[src/rtl/cal_wdog_pkg.sv]
package cal_wdog_pkg;

   typedef enum logic [1:0] {
      CAL_NONE    = 2'b00,
      CAL_BASIC   = 2'b01,
      CAL_PRECISE = 2'b10
   } cal_state_e;

   localparam int EVT_TIMEOUT = 0;
   localparam int EVT_STCHG   = 1;
   localparam int EVT_NUM     = 2;

endpackage

[src/rtl/cal_rx_edge.sv]
module cal_rx_edge #(
   parameter int SYNC_STAGES = 2
) (
   input  logic clk,
   input  logic rst_n,
   input  logic rx_line,
   output logic fall
);

   logic rx_cur;
   logic rx_prev_q;

   if (SYNC_STAGES == 0) begin : g_direct
      assign rx_cur = rx_line;
   end else begin : g_sync
      logic [SYNC_STAGES-1:0] sync_q;
      always_ff @(posedge clk or negedge rst_n) begin
         if (!rst_n) begin
            sync_q <= '1;
         end else begin
            sync_q[0] <= rx_line;
            for (int i = 1; i < SYNC_STAGES; i++) begin
               sync_q[i] <= sync_q[i-1];
            end
         end
      end
      assign rx_cur = sync_q[SYNC_STAGES-1];
   end

   always_ff @(posedge clk or negedge rst_n) begin
      if (!rst_n) rx_prev_q <= 1'b1;
      else        rx_prev_q <= rx_cur;
   end

   assign fall = rx_prev_q & ~rx_cur;

endmodule

[src/rtl/cal_wd_counter.sv]
module cal_wd_counter #(
   parameter int CNT_W = 16
) (
   input  logic             clk,
   input  logic             rst_n,
   input  logic             load,
   input  logic             run,
   input  logic             tick,
   input  logic [CNT_W-1:0] reload,
   output logic [CNT_W-1:0] value,
   output logic             expire
);

   localparam logic [CNT_W-1:0] ONE  = CNT_W'(1);
   localparam logic [CNT_W-1:0] ZERO = '0;

   logic [CNT_W-1:0] value_q;
   logic             step;

   assign step   = run & tick;
   assign expire = step & (reload != ZERO) & (value_q <= ONE);

   always_ff @(posedge clk or negedge rst_n) begin
      if (!rst_n) begin
         value_q <= ZERO;
      end else if (load) begin
         value_q <= reload;
      end else if (step && value_q != ZERO) begin
         value_q <= value_q - ONE;
      end
   end

   assign value = value_q;

endmodule

[src/rtl/cal_state_ctrl.sv]
module cal_state_ctrl
   import cal_wdog_pkg::*;
(
   input  logic       clk,
   input  logic       rst_n,
   input  logic       act,
   input  logic       fall,
   input  logic       msg,
   input  logic       qmsg,
   input  logic       expire,
   output cal_state_e state,
   output logic       load,
   output logic       run,
   output logic       chg
);

   cal_state_e state_q, state_d;
   logic       armed_q, armed_d;

   always_comb begin
      state_d = state_q;
      armed_d = armed_q;
      load    = 1'b0;
      if (act) begin
         unique case (state_q)
            CAL_NONE: begin
               if (expire) begin
                  armed_d = 1'b0;
                  load    = 1'b1;
               end else if (armed_q && (msg || qmsg)) begin
                  state_d = CAL_BASIC;
                  load    = 1'b1;
               end else if (!armed_q && fall) begin
                  armed_d = 1'b1;
                  load    = 1'b1;
               end
            end
            CAL_BASIC: begin
               if (expire) begin
                  state_d = CAL_NONE;
                  armed_d = 1'b0;
                  load    = 1'b1;
               end else if (qmsg) begin
                  state_d = CAL_PRECISE;
                  load    = 1'b1;
               end else if (msg) begin
                  load    = 1'b1;
               end
            end
            CAL_PRECISE: begin
               if (expire) begin
                  state_d = CAL_BASIC;
                  load    = 1'b1;
               end else if (qmsg) begin
                  load    = 1'b1;
               end
            end
            default: begin
               state_d = CAL_NONE;
               armed_d = 1'b0;
            end
         endcase
      end
   end

   always_ff @(posedge clk or negedge rst_n) begin
      if (!rst_n) begin
         state_q <= CAL_NONE;
         armed_q <= 1'b0;
      end else begin
         state_q <= state_d;
         armed_q <= armed_d;
      end
   end

   assign state = state_q;
   assign run   = act & ((state_q != CAL_NONE) | armed_q);
   assign chg   = (state_d != state_q);

endmodule

[src/rtl/cal_evt_regs.sv]
module cal_evt_regs #(
   parameter int N_EVT = 2
) (
   input  logic             clk,
   input  logic             rst_n,
   input  logic [N_EVT-1:0] set,
   input  logic             clr_wr,
   input  logic [N_EVT-1:0] clr_din,
   input  logic             en_wr,
   input  logic [N_EVT-1:0] en_din,
   output logic [N_EVT-1:0] flags,
   output logic [N_EVT-1:0] en,
   output logic             irq
);

   logic [N_EVT-1:0] en_q;
   logic [N_EVT-1:0] pend;

   for (genvar g = 0; g < N_EVT; g++) begin : g_flag
      logic flag_q;
      always_ff @(posedge clk or negedge rst_n) begin
         if (!rst_n) begin
            flag_q <= 1'b0;
         end else if (set[g]) begin
            flag_q <= 1'b1;
         end else if (clr_wr && clr_din[g]) begin
            flag_q <= 1'b0;
         end
      end
      assign flags[g] = flag_q;
      assign pend[g]  = flag_q & en_q[g];
   end

   always_ff @(posedge clk or negedge rst_n) begin
      if (!rst_n)     en_q <= '0;
      else if (en_wr) en_q <= en_din;
   end

   assign en  = en_q;
   assign irq = |pend;

endmodule

[src/rtl/cal_wdog_fsm.sv]
module cal_wdog_fsm
   import cal_wdog_pkg::*;
#(
   parameter int CNT_W       = 16,
   parameter int SYNC_STAGES = 2
) (
   input  logic             clk,
   input  logic             rst_n,
   input  logic             tick_en,
   input  logic             rx_line,
   input  logic             msg_rx,
   input  logic             qmsg_rx,
   input  logic             engine_run,
   input  logic             reload_wr,
   input  logic [CNT_W-1:0] reload_din,
   input  logic             evt_clr_wr,
   input  logic [1:0]       evt_clr_din,
   input  logic             evt_en_wr,
   input  logic [1:0]       evt_en_din,
   output logic [1:0]       cal_state,
   output logic [CNT_W-1:0] wd_value,
   output logic [CNT_W-1:0] reload_val,
   output logic [1:0]       evt_flags,
   output logic [1:0]       evt_en,
   output logic             irq
);

   if (CNT_W < 2 || CNT_W > 32) begin : g_bad_width
      $error("cal_wdog_fsm: CNT_W must lie in 2..32");
   end
   if (SYNC_STAGES < 0 || SYNC_STAGES > 4) begin : g_bad_sync
      $error("cal_wdog_fsm: SYNC_STAGES must lie in 0..4");
   end

   logic [CNT_W-1:0]   reload_q;
   logic               rx_fall;
   logic               ctr_load, ctr_run, ctr_expire, st_chg;
   cal_state_e         st;
   logic [EVT_NUM-1:0] evt_set;

   always_ff @(posedge clk or negedge rst_n) begin
      if (!rst_n)         reload_q <= '0;
      else if (reload_wr) reload_q <= reload_din;
   end

   cal_rx_edge #(.SYNC_STAGES(SYNC_STAGES)) u_edge (
      .clk     (clk),
      .rst_n   (rst_n),
      .rx_line (rx_line),
      .fall    (rx_fall)
   );

   cal_state_ctrl u_ctrl (
      .clk    (clk),
      .rst_n  (rst_n),
      .act    (engine_run),
      .fall   (rx_fall),
      .msg    (msg_rx),
      .qmsg   (qmsg_rx),
      .expire (ctr_expire),
      .state  (st),
      .load   (ctr_load),
      .run    (ctr_run),
      .chg    (st_chg)
   );

   cal_wd_counter #(.CNT_W(CNT_W)) u_cnt (
      .clk    (clk),
      .rst_n  (rst_n),
      .load   (ctr_load),
      .run    (ctr_run),
      .tick   (tick_en),
      .reload (reload_q),
      .value  (wd_value),
      .expire (ctr_expire)
   );

   always_comb begin
      evt_set              = '0;
      evt_set[EVT_TIMEOUT] = ctr_expire;
      evt_set[EVT_STCHG]   = st_chg;
   end

   cal_evt_regs #(.N_EVT(EVT_NUM)) u_evt (
      .clk     (clk),
      .rst_n   (rst_n),
      .set     (evt_set),
      .clr_wr  (evt_clr_wr),
      .clr_din (evt_clr_din),
      .en_wr   (evt_en_wr),
      .en_din  (evt_en_din),
      .flags   (evt_flags),
      .en      (evt_en),
      .irq     (irq)
   );

   assign cal_state  = st;
   assign reload_val = reload_q;

endmodule

[config.mk]
export PLATFORM = sky130hd
export DESIGN_NAME = cal_wdog_fsm
export DESIGN_NICKNAME = d
export VERILOG_FILES = /design/src/rtl/cal_wdog_pkg.sv /design/src/rtl/cal_rx_edge.sv /design/src/rtl/cal_wd_counter.sv /design/src/rtl/cal_state_ctrl.sv /design/src/rtl/cal_evt_regs.sv /design/src/rtl/cal_wdog_fsm.sv
export SDC_FILE = /design/constraint.sdc
export NUM_CORES = 1
export LEC_CHECK = 0
export ABC_AREA = 1
export BUFFER_PORTS_ARGS = -buffer_cell sky130_fd_sc_hd__buf_2
export CAP_MARGIN = 20
export CORE_AREA = 2 2 86 88
export DETAILED_ROUTE_END_ITERATION = 7
export DIE_AREA = 0 0 88 90
export GPL_TIMING_DRIVEN = 0
export SETUP_SLACK_MARGIN = 0.2
export SYNTH_ARGS = -nofsm -noshare
export SYNTH_HDL_FRONTEND = slang
export SYNTH_SLANG_ARGS = --single-unit
[constraint.sdc]
create_clock -name clk -period 1.8 [get_ports clk]
set_input_delay 0.45 -clock clk [delete_from_list [all_inputs] [get_ports clk]]
set_output_delay 0.45 -clock clk [all_outputs]
set_load 0.1 [all_outputs]
==> run metrics, run 1 <==
Synth Area per Inst=8.340 µm²; Switching Share=0.5482; drt pass-1 iters=4; gate count after technology mapping=about 300; sort of element at the end of the critical path=flip-flop; total number of vias=2,311; overflow left after global routing=0; Largest delay share family, worst path=simple AND/OR/NAND/NOR gates; share of the yosys chip area belonging to registers=0.4230; violations in the final reports=setup timing; Worst Setup Slack, final=-0.03273 ns; global-route wire length before repair=10.56 mm; initial antenna violation count=0; sequence of cells on the critical path=nor2_4 > nand2_2 > a21oi_4 > nand3_4 > nand2_4 > nand2_4 > buf_12 > nand2_8 > inv_8 > nand2_2 > o221ai_2; top cell type's share of synthesized area=0.3914; Max Clk Rate=roughly 550 MHz; proportion of power drawn by the clock network=0.084; Synth Net Count=~340; Combinational Power Share=0.701; proportion of layout cells with a drive suffix above 1=0.5625; post-synthesis cell type with the largest combined area=sky130_fd_sc_hd__dfrtp_1; post-route antenna net violation count=0; number of flops mapped to enable cells by yosys=0; power density cells=between 2000 and 2500 nW/µm²; final routed wire length divided by cell count=between 10 and 15 µm; number of DRC markers in iteration 0=90; synth cell count leaders=sky130_fd_sc_hd__nand2_1 (67), sky130_fd_sc_hd__inv_1 (41), sky130_fd_sc_hd__dfrtp_1 (39); setup repair after global routing missed its margin=true; effective utilization at floorplan=0.3552; number of diodes added for antenna fixing=0; CTS clock-pin slew for the worst setup and hold paths=roughly 0.08 ns; GRT Overall Usage=0.1687; number of cell instances on the worst register-to-register path=11; power spent charging and discharging nets=4.243 mW; Worst path max stage delay=0.51 ns; Die Area=approximately 8000 µm²; Layout Area Growth over Synthesis=51.43%; library cell contributing the largest single delay on the critical path=sky130_fd_sc_hd__dfrtp_4; pin count of the biggest net entering global routing=43; remaining routing DRC violations=0; critical register-to-register path startpoint=u_cnt.value[3]; number of buffer and inverter stages on the critical path=2; asr flop ratio synth=1.000; Port Buffer Count=between 60 and 70; slew at the pin closest to its max-slew limit=~0.94 ns; yosys synthesis warning count=0; register-to-register path setup slack=-0.03 ns; Std-Cell Core Area=7020 µm²; total of max-cap violations=0; total detailed-routing wirelength=between 6 and 7 mm; post-detailed-route via-to-cell ratio=4.631; depth of the critical timing path with buffers and inverters included=11; number of ports placed on the die boundary=69; leading cell type by number of instances after synthesis=sky130_fd_sc_hd__nand2_1; quantity of hold-fixing buffers added after cts=0; maximum fanout encountered on the critical timing path=8; clock tree root buffer cell=sky130_fd_sc_hd__clkbuf_8; internal power=3.498 mW; DIE HEIGHT=~90 µm; number of distinct standard cells referenced by the synthesized netlist=between 40 and 50; final core occ=0.5379; Die X=slightly below 90 µm; CTS tree=yes; Synth area leaders=sky130_fd_sc_hd__dfrtp_1 (39%), sky130_fd_sc_hd__nand2_1 (10%), sky130_fd_sc_hd__inv_1 (6.2%); Leakage=~1.7 nW; Final min period=1.833 ns; peak supply drop=approximately 1.6 mV; final total negative setup slack=-0.2373 ns; power share of the sequential group=0.215; cell depth of the worst min-delay path=1; buffers from clock root to sink, at most=2; required time of the worst setup path=about 2 ns; final setup violating endpoints=14; worst min-delay path category=in -> reg; number of synthesized register bits=between 40 and 50; netlist area before placement=2494 µm²; Max Clock Skew=a little under 0.008 ns; worst-skew pair later-pin latency=0.30 ns; outcome=complete, but fails checks; deepest level of the CTS H-tree=2; number of filler instances in the final layout=about 660; arrival time reported for the critical path endpoint=between 2 and 2.5 ns; DPL Wire Length=roughly 4.6 mm; Crit Path Class=reg -> reg; Row Count=31; launch point of the worst path=u_cnt.value[3]; via count of the first global-routing pass=2,227; max-slew violation count=0; Layout Nets=around 440; Final Hold Vio Count=0; Slew Limit Headroom=0.3720; part of the cycle the worst path needs=1.018; crit start category=flip-flop; TritonCTS sink count=42; last weighted congestion value of the routability-driven placer=0.8226; cts bufs inserted=5; dominant register cell in the synthesized netlist=sky130_fd_sc_hd__dfrtp_1; critical hold path startpoint=rx_line
==> path summary, 6_finish.rpt <==
check                                          end
setup reg to reg                    u_cnt.value[1]
hold / removal             u_edge.g_sync.sync_q[0]
hold reg to reg                   u_edge.rx_prev_q
max in group asynchronous           u_cnt.value[9]
setup / recovery                    u_cnt.value[1]
min in group asynchronous            reload_val[1]
==> placed cells by master, fill, tap and decap left out, types with 5 or more instances in the layout <==
cell	n
sky130_fd_sc_hd__buf_6	6
sky130_fd_sc_hd__buf_2	45
sky130_fd_sc_hd__nand2_2	9
sky130_fd_sc_hd__nand3_1	15
sky130_fd_sc_hd__dfrtp_4	11
sky130_fd_sc_hd__o21ai_2	5
sky130_fd_sc_hd__nand2_4	8
sky130_fd_sc_hd__clkbuf_8	6
sky130_fd_sc_hd__inv_1	35
sky130_fd_sc_hd__clkbuf_4	5
sky130_fd_sc_hd__o221ai_2	7
sky130_fd_sc_hd__nor2_2	5
sky130_fd_sc_hd__nand2_1	54
sky130_fd_sc_hd__nor2_1	23
sky130_fd_sc_hd__nor2_4	5
sky130_fd_sc_hd__o21ai_0	24
sky130_fd_sc_hd__dfrtp_2	24
sky130_fd_sc_hd__ha_4	5
sky130_fd_sc_hd__inv_4	5
sky130_fd_sc_hd__buf_12	9
sky130_fd_sc_hd__buf_4	31
sky130_fd_sc_hd__o211ai_2	5
==> registers in the layout, indices dropped and copies added (netlist names) <==
name,flops
reload_val,16
u_cnt.value,16
u_edge.g_sync.sync_q,2
u_edge.rx_prev_q,1
u_evt.g_flag.flag_q,2
u_ctrl.state,2
u_ctrl.armed_q,1
u_evt.en,2
==> metal layers <==
layer | track usage | part of all wire
met3 | 0.03489 | 0.044
met2 | 0.2658 | 0.48
met1 | 0.2343 | 0.46
met4 | 0.04487 | 0.011
met5 | 0 | 0
==> worst reg2reg max path, delay by kind of cell, from the launching register on <==
kind,cells,cell delay (ns)
and+or+nand+nor,7,0.72
DFF,1,0.51
AOI/OAI and AO/OA,2,0.25
buffers and inverters,2,0.21
==> power by group through the flow <==
stage / Sequential [mW] / Combinational, mW / Clock, mW
final: 1.67 / 5.42 / 0.648
after global routing: 1.72 / 5.75 / 0.706
after CTS: 1.63 / 4.92 / 0.669
after detailed placement: 1.66 / 4.17 / 0
after global placement: 1.66 / 4.14 / 0
after floorplan: 3.20 / 1.93 / 0
==> metrics by stage <==
| stage | setup WS (ns) | std cells | area [µm²] | total power [mW] | hold WS [ns] |
|---|---|---|---|---|---|
| global route | -0.1244 | 499 | 3776 | 8.169 | 0.2445 |
| finish | -0.03273 | 499 | 3776 | 7.741 | 0.2489 |
| detailed placement | -0.1185 | 465 | 3115 | 5.832 | 0.3532 |
| CTS | 0.02613 | 491 | 3532 | 7.225 | 0.2444 |
| global placement | -0.1244 | 465 | 3115 | 5.792 | 0.3564 |
| floorplan | -0.1311 | 299 | 2656 | 5.129 | 0.1544 |
==> cells by family (layout without fill, tap and decap cells) <==
family          count (synthesis)  count (layout)  share of synthesized area
mux                             4               4                    0.01806
flops                          42              42                     0.4230
fa+ha+maj                       7               7                    0.03512
compound gates                 53              53                     0.1641
simple gates                  132             132                     0.2424
buf+inv                        55             156                    0.09634
xor+xnor                        6               6                    0.02107
==> cell type report <==
type / count / area [µm²] / area share
multi-input combinational: 202 / 1451 / 0.3844
clock inverter: 2 / 12.51 / 0.003313
tap: 99 / 123.9 / 0.03280
inverter: 48 / 210.2 / 0.05567
timing repair buffer: 93 / 703.2 / 0.1862
clock buffer: 6 / 82.58 / 0.02187
buffer: 7 / 66.31 / 0.01756
sequential: 42 / 1126 / 0.2982
==> repair_timing <==
item                       in CTS  in global routing
resized for setup              42                 50
cloned                          0                  0
buffers inserted               18                  8
setup endpoints to repair      37                 30
pin swaps                      10                 16
Note: power is estimated with default switching activity, not from simulation.
==> run 2, diff against run 1 <==
==> constraint.sdc (replaced) <==
create_clock -name clk -period 1.7 [get_ports clk]
set_input_delay 0.425 -clock clk [delete_from_list [all_inputs] [get_ports clk]]
set_output_delay 0.425 -clock clk [all_outputs]
set_load 0.1 [all_outputs]
==> run 2 against run 1 <==
  * The flow still finishes with violations (setup timing)
  * Sequential share of layout area shrank 0.18 points
  * Sequential power grew 5%
  * Largest power group unchanged
  * Routed wire length grew 0.97%
  * Sequential cell count is the same
==> run metrics, run 2 (same netlist as run 1, synthesis figures left out) <==
outcome=complete, but fails checks; violations in the final reports=setup timing; Final Hold Vio Count=0 (unchanged); peak supply drop=1.845 mV (+12%); initial antenna violation count=0 (unchanged); endpoint of the most critical setup path=u_cnt.value[1]; Std-Cell Core Area=7020 µm² (unchanged); required time of the worst setup path=1.88 ns (-0.10 ns); number of ports placed on the die boundary=69 (unchanged); number of filler instances in the final layout=653 (-0.76%); Max Clk Rate=549.7 MHz (+0.74%); sort of element at the end of the critical path=flip-flop; Die X=88 µm (unchanged); register-to-register path setup slack=-0.12 ns (-0.09 ns); most frequent standard cell in the layout excluding fill and tap cells=sky130_fd_sc_hd__nand2_1; worst min-delay path category=in -> reg; CTS clock-pin slew for the worst setup and hold paths=0.08 ns (about the same); critical hold path startpoint=rx_line; clock tree root buffer cell=sky130_fd_sc_hd__clkbuf_8; worst-skew pair later-pin latency=0.31 ns (about the same); number of cell instances on the worst register-to-register path=11 (unchanged); launch point of the worst path=u_cnt.value[3]; slew at the pin closest to its max-slew limit=0.9507 ns (+0.008687 ns); number of buffer and inverter stages on the critical path=2 (unchanged); Largest delay share family, worst path=simple AND/OR/NAND/NOR gates; power density cells=2149 nW/µm² (+4.8%); arrival time reported for the critical path endpoint=2.00 ns (about the same); effective utilization at floorplan=0.3552 (unchanged); power spent charging and discharging nets=4.456 mW (+5.0%); Max Clock Skew=0.009611 ns (+0.001844 ns); via count of the first global-routing pass=2,234 (+0.31%); number of diodes added for antenna fixing=0 (unchanged); Layout Nets=436 (unchanged); remaining routing DRC violations=0 (unchanged); TritonCTS sink count=42 (unchanged); most frequent cells in the layout=sky130_fd_sc_hd__nand2_1 (54), sky130_fd_sc_hd__buf_4 (48), sky130_fd_sc_hd__inv_1 (34), sky130_fd_sc_hd__buf_2 (28); Crit Path Class=reg -> reg; Worst Setup Slack, final=-0.1193 ns (-0.08652 ns); post-detailed-route via-to-cell ratio=4.649 (+0.39%); Port Buffer Count=67 (unchanged); Row Count=31 (unchanged); max-slew violation count=0 (unchanged); total design power=8.162 mW (+5.4%); post-route antenna net violation count=0 (unchanged); total of max-cap violations=0 (unchanged); pin count of the biggest net entering global routing=43 (unchanged); proportion of power drawn by the clock network=0.085 (about the same); maximum fanout encountered on the critical timing path=8 (unchanged); Combinational Power Share=0.699 (-0.002); proportion of layout cells with a drive suffix above 1=0.5575 (-0.005000); deepest level of the CTS H-tree=2 (unchanged); sequence of cells on the critical path=nor2_4 > nand2_2 > a21oi_4 > nand3_4 > nand2_4 > nand2_4 > buf_12 > nand2_8 > inv_8 > nand2_2 > o221ai_2; fin area=3799 µm² (+0.60%); crit start category=flip-flop; total detailed-routing wirelength=6.631 mm (+0.97%); Slew Limit Headroom=0.3662 (-0.005791); drt pass-1 iters=4 (unchanged); DPL Wire Length=4.597 mm (unchanged); endpoint of the lowest-slack register-to-register path=u_cnt.value[1]; Final min period=1.819 ns (-0.01348 ns); depth of the critical timing path with buffers and inverters included=11 (unchanged); Leakage=1.746 nW (+0.61%); cts bufs inserted=5 (unchanged); CTS tree=yes; setup repair after global routing missed its margin=true; internal power=3.706 mW (+6.0%); critical register-to-register path startpoint=u_cnt.value[3]; Worst path max stage delay=0.51 ns (about the same); DIE HEIGHT=90 µm (unchanged); buffers from clock root to sink, at most=2 (unchanged); Layout Area Growth over Synthesis=52.33%; total number of vias=2,320 (+0.39%); post-placement cell area=3115 µm² (unchanged); library cell contributing the largest single delay on the critical path=sky130_fd_sc_hd__dfrtp_4; power share of the sequential group=0.216 (about the same); Die Area=7920 µm² (unchanged); part of the cycle the worst path needs=1.070 (+0.05197); Switching Share=0.5459 (-0.002222); global-route wire length before repair=10.63 mm (+0.65%); last weighted congestion value of the routability-driven placer=0.8226 (unchanged); final core occ=0.5411 (+0.003208); overflow left after global routing=0 (unchanged); final routed wire length divided by cell count=13.29 µm (+0.97%); number of DRC markers in iteration 0=92 (+2.2%); final setup violating endpoints=18 (+4); GRT Overall Usage=0.1699 (+0.001161)
==> run 2: cell count changes in the layout (fill, tap and decap cells not counted), sizes merged <==
| cell | previous run | this run |
|---|---|---|
| buf | 92 | 96 |
| clkbuf | 14 | 10 |
==> run 2: cell type report <==
type / instances / area, µm² / area share
clock inverters: 2 / 12.51 / 0.003294
multi-input cells: 202 / 1414 / 0.3722
flip-flops and latches: 42 / 1126 / 0.2964
inverters: 48 / 207.7 / 0.05468
repair buffers: 93 / 765.7 / 0.2016
clock buffers: 6 / 82.58 / 0.02174
plain buffers: 7 / 66.31 / 0.01746
well taps: 99 / 123.9 / 0.03261
==> run 2: worst reg2reg max path, stage by stage, from the launching register on <==
cell,delay [ns]
sky130_fd_sc_hd__dfrtp_4,0.51
sky130_fd_sc_hd__nor2_4,0.22
sky130_fd_sc_hd__nand2_2,0.10
sky130_fd_sc_hd__a21oi_4,0.17
sky130_fd_sc_hd__nand3_4,0.10
sky130_fd_sc_hd__nand2_4,0.09
sky130_fd_sc_hd__nand2_4,0.06
sky130_fd_sc_hd__buf_12,0.15
sky130_fd_sc_hd__nand2_8,0.09
sky130_fd_sc_hd__inv_8,0.06
sky130_fd_sc_hd__nand2_2,0.06
sky130_fd_sc_hd__o221ai_2,0.08
==> run 2: what timing repair did <==
action                                  4_1_cts  5_1_grt
hold buffers                                  0        0
cloned                                        0        0
endpoints found under the setup margin       58       32
pin swaps                                    11       13
setup buffers                                20        6
resized for setup                            77       29
==> run 2: worst min-delay path by stage <==
| stage | end | slack [ns] | depth (start not counted) |
|---|---|---|---|
| after floorplan | reload_val[0] | 0.13 | 0 |
| after global placement | u_edge.rx_prev_q | 0.36 | 0 |
| after detailed placement | u_edge.g_sync.sync_q[1] | 0.35 | 0 |
| after CTS | u_edge.g_sync.sync_q[0] | 0.22 | 1 |
| after global routing | u_edge.g_sync.sync_q[0] | 0.22 | 1 |
| final | u_edge.g_sync.sync_q[0] | 0.22 | 1 |
==> run 2: layer usage <==
layer / wire length [µm] / global-route usage / up-vias
li1: - / - / 1170
met1: 3055 / 0.2344 / 1081
met2: 3169 / 0.2696 / 61
met3: 338 / 0.03489 / 8
met4: 68 / 0.04487 / 0
met5: 0 / 0 / -
==> run 2: power by group through the flow <==
stage | clock, mW | sequential, mW | combinational, mW
final | 0.697 | 1.76 | 5.70
after global routing | 0.743 | 1.82 | 6.05
after CTS | 0.708 | 1.75 | 5.40
after detailed placement | 0 | 1.76 | 4.42
after global placement | 0 | 1.75 | 4.38
after floorplan | 0 | 3.39 | 2.04
==> run 2: through the flow <==
step	worst slack [ns]	setup TNS, ns	hold slack (ns)	cells
floorplan	-0.2311	-3.430	0.1294	299
global placement	-0.1994	-2.613	0.3564	465
detailed placement	-0.2129	-3.013	0.3532	465
CTS	-0.07387	-0.9430	0.2194	493
global route	-0.2197	-3.360	0.2208	499
finish	-0.1193	-1.738	0.2183	499
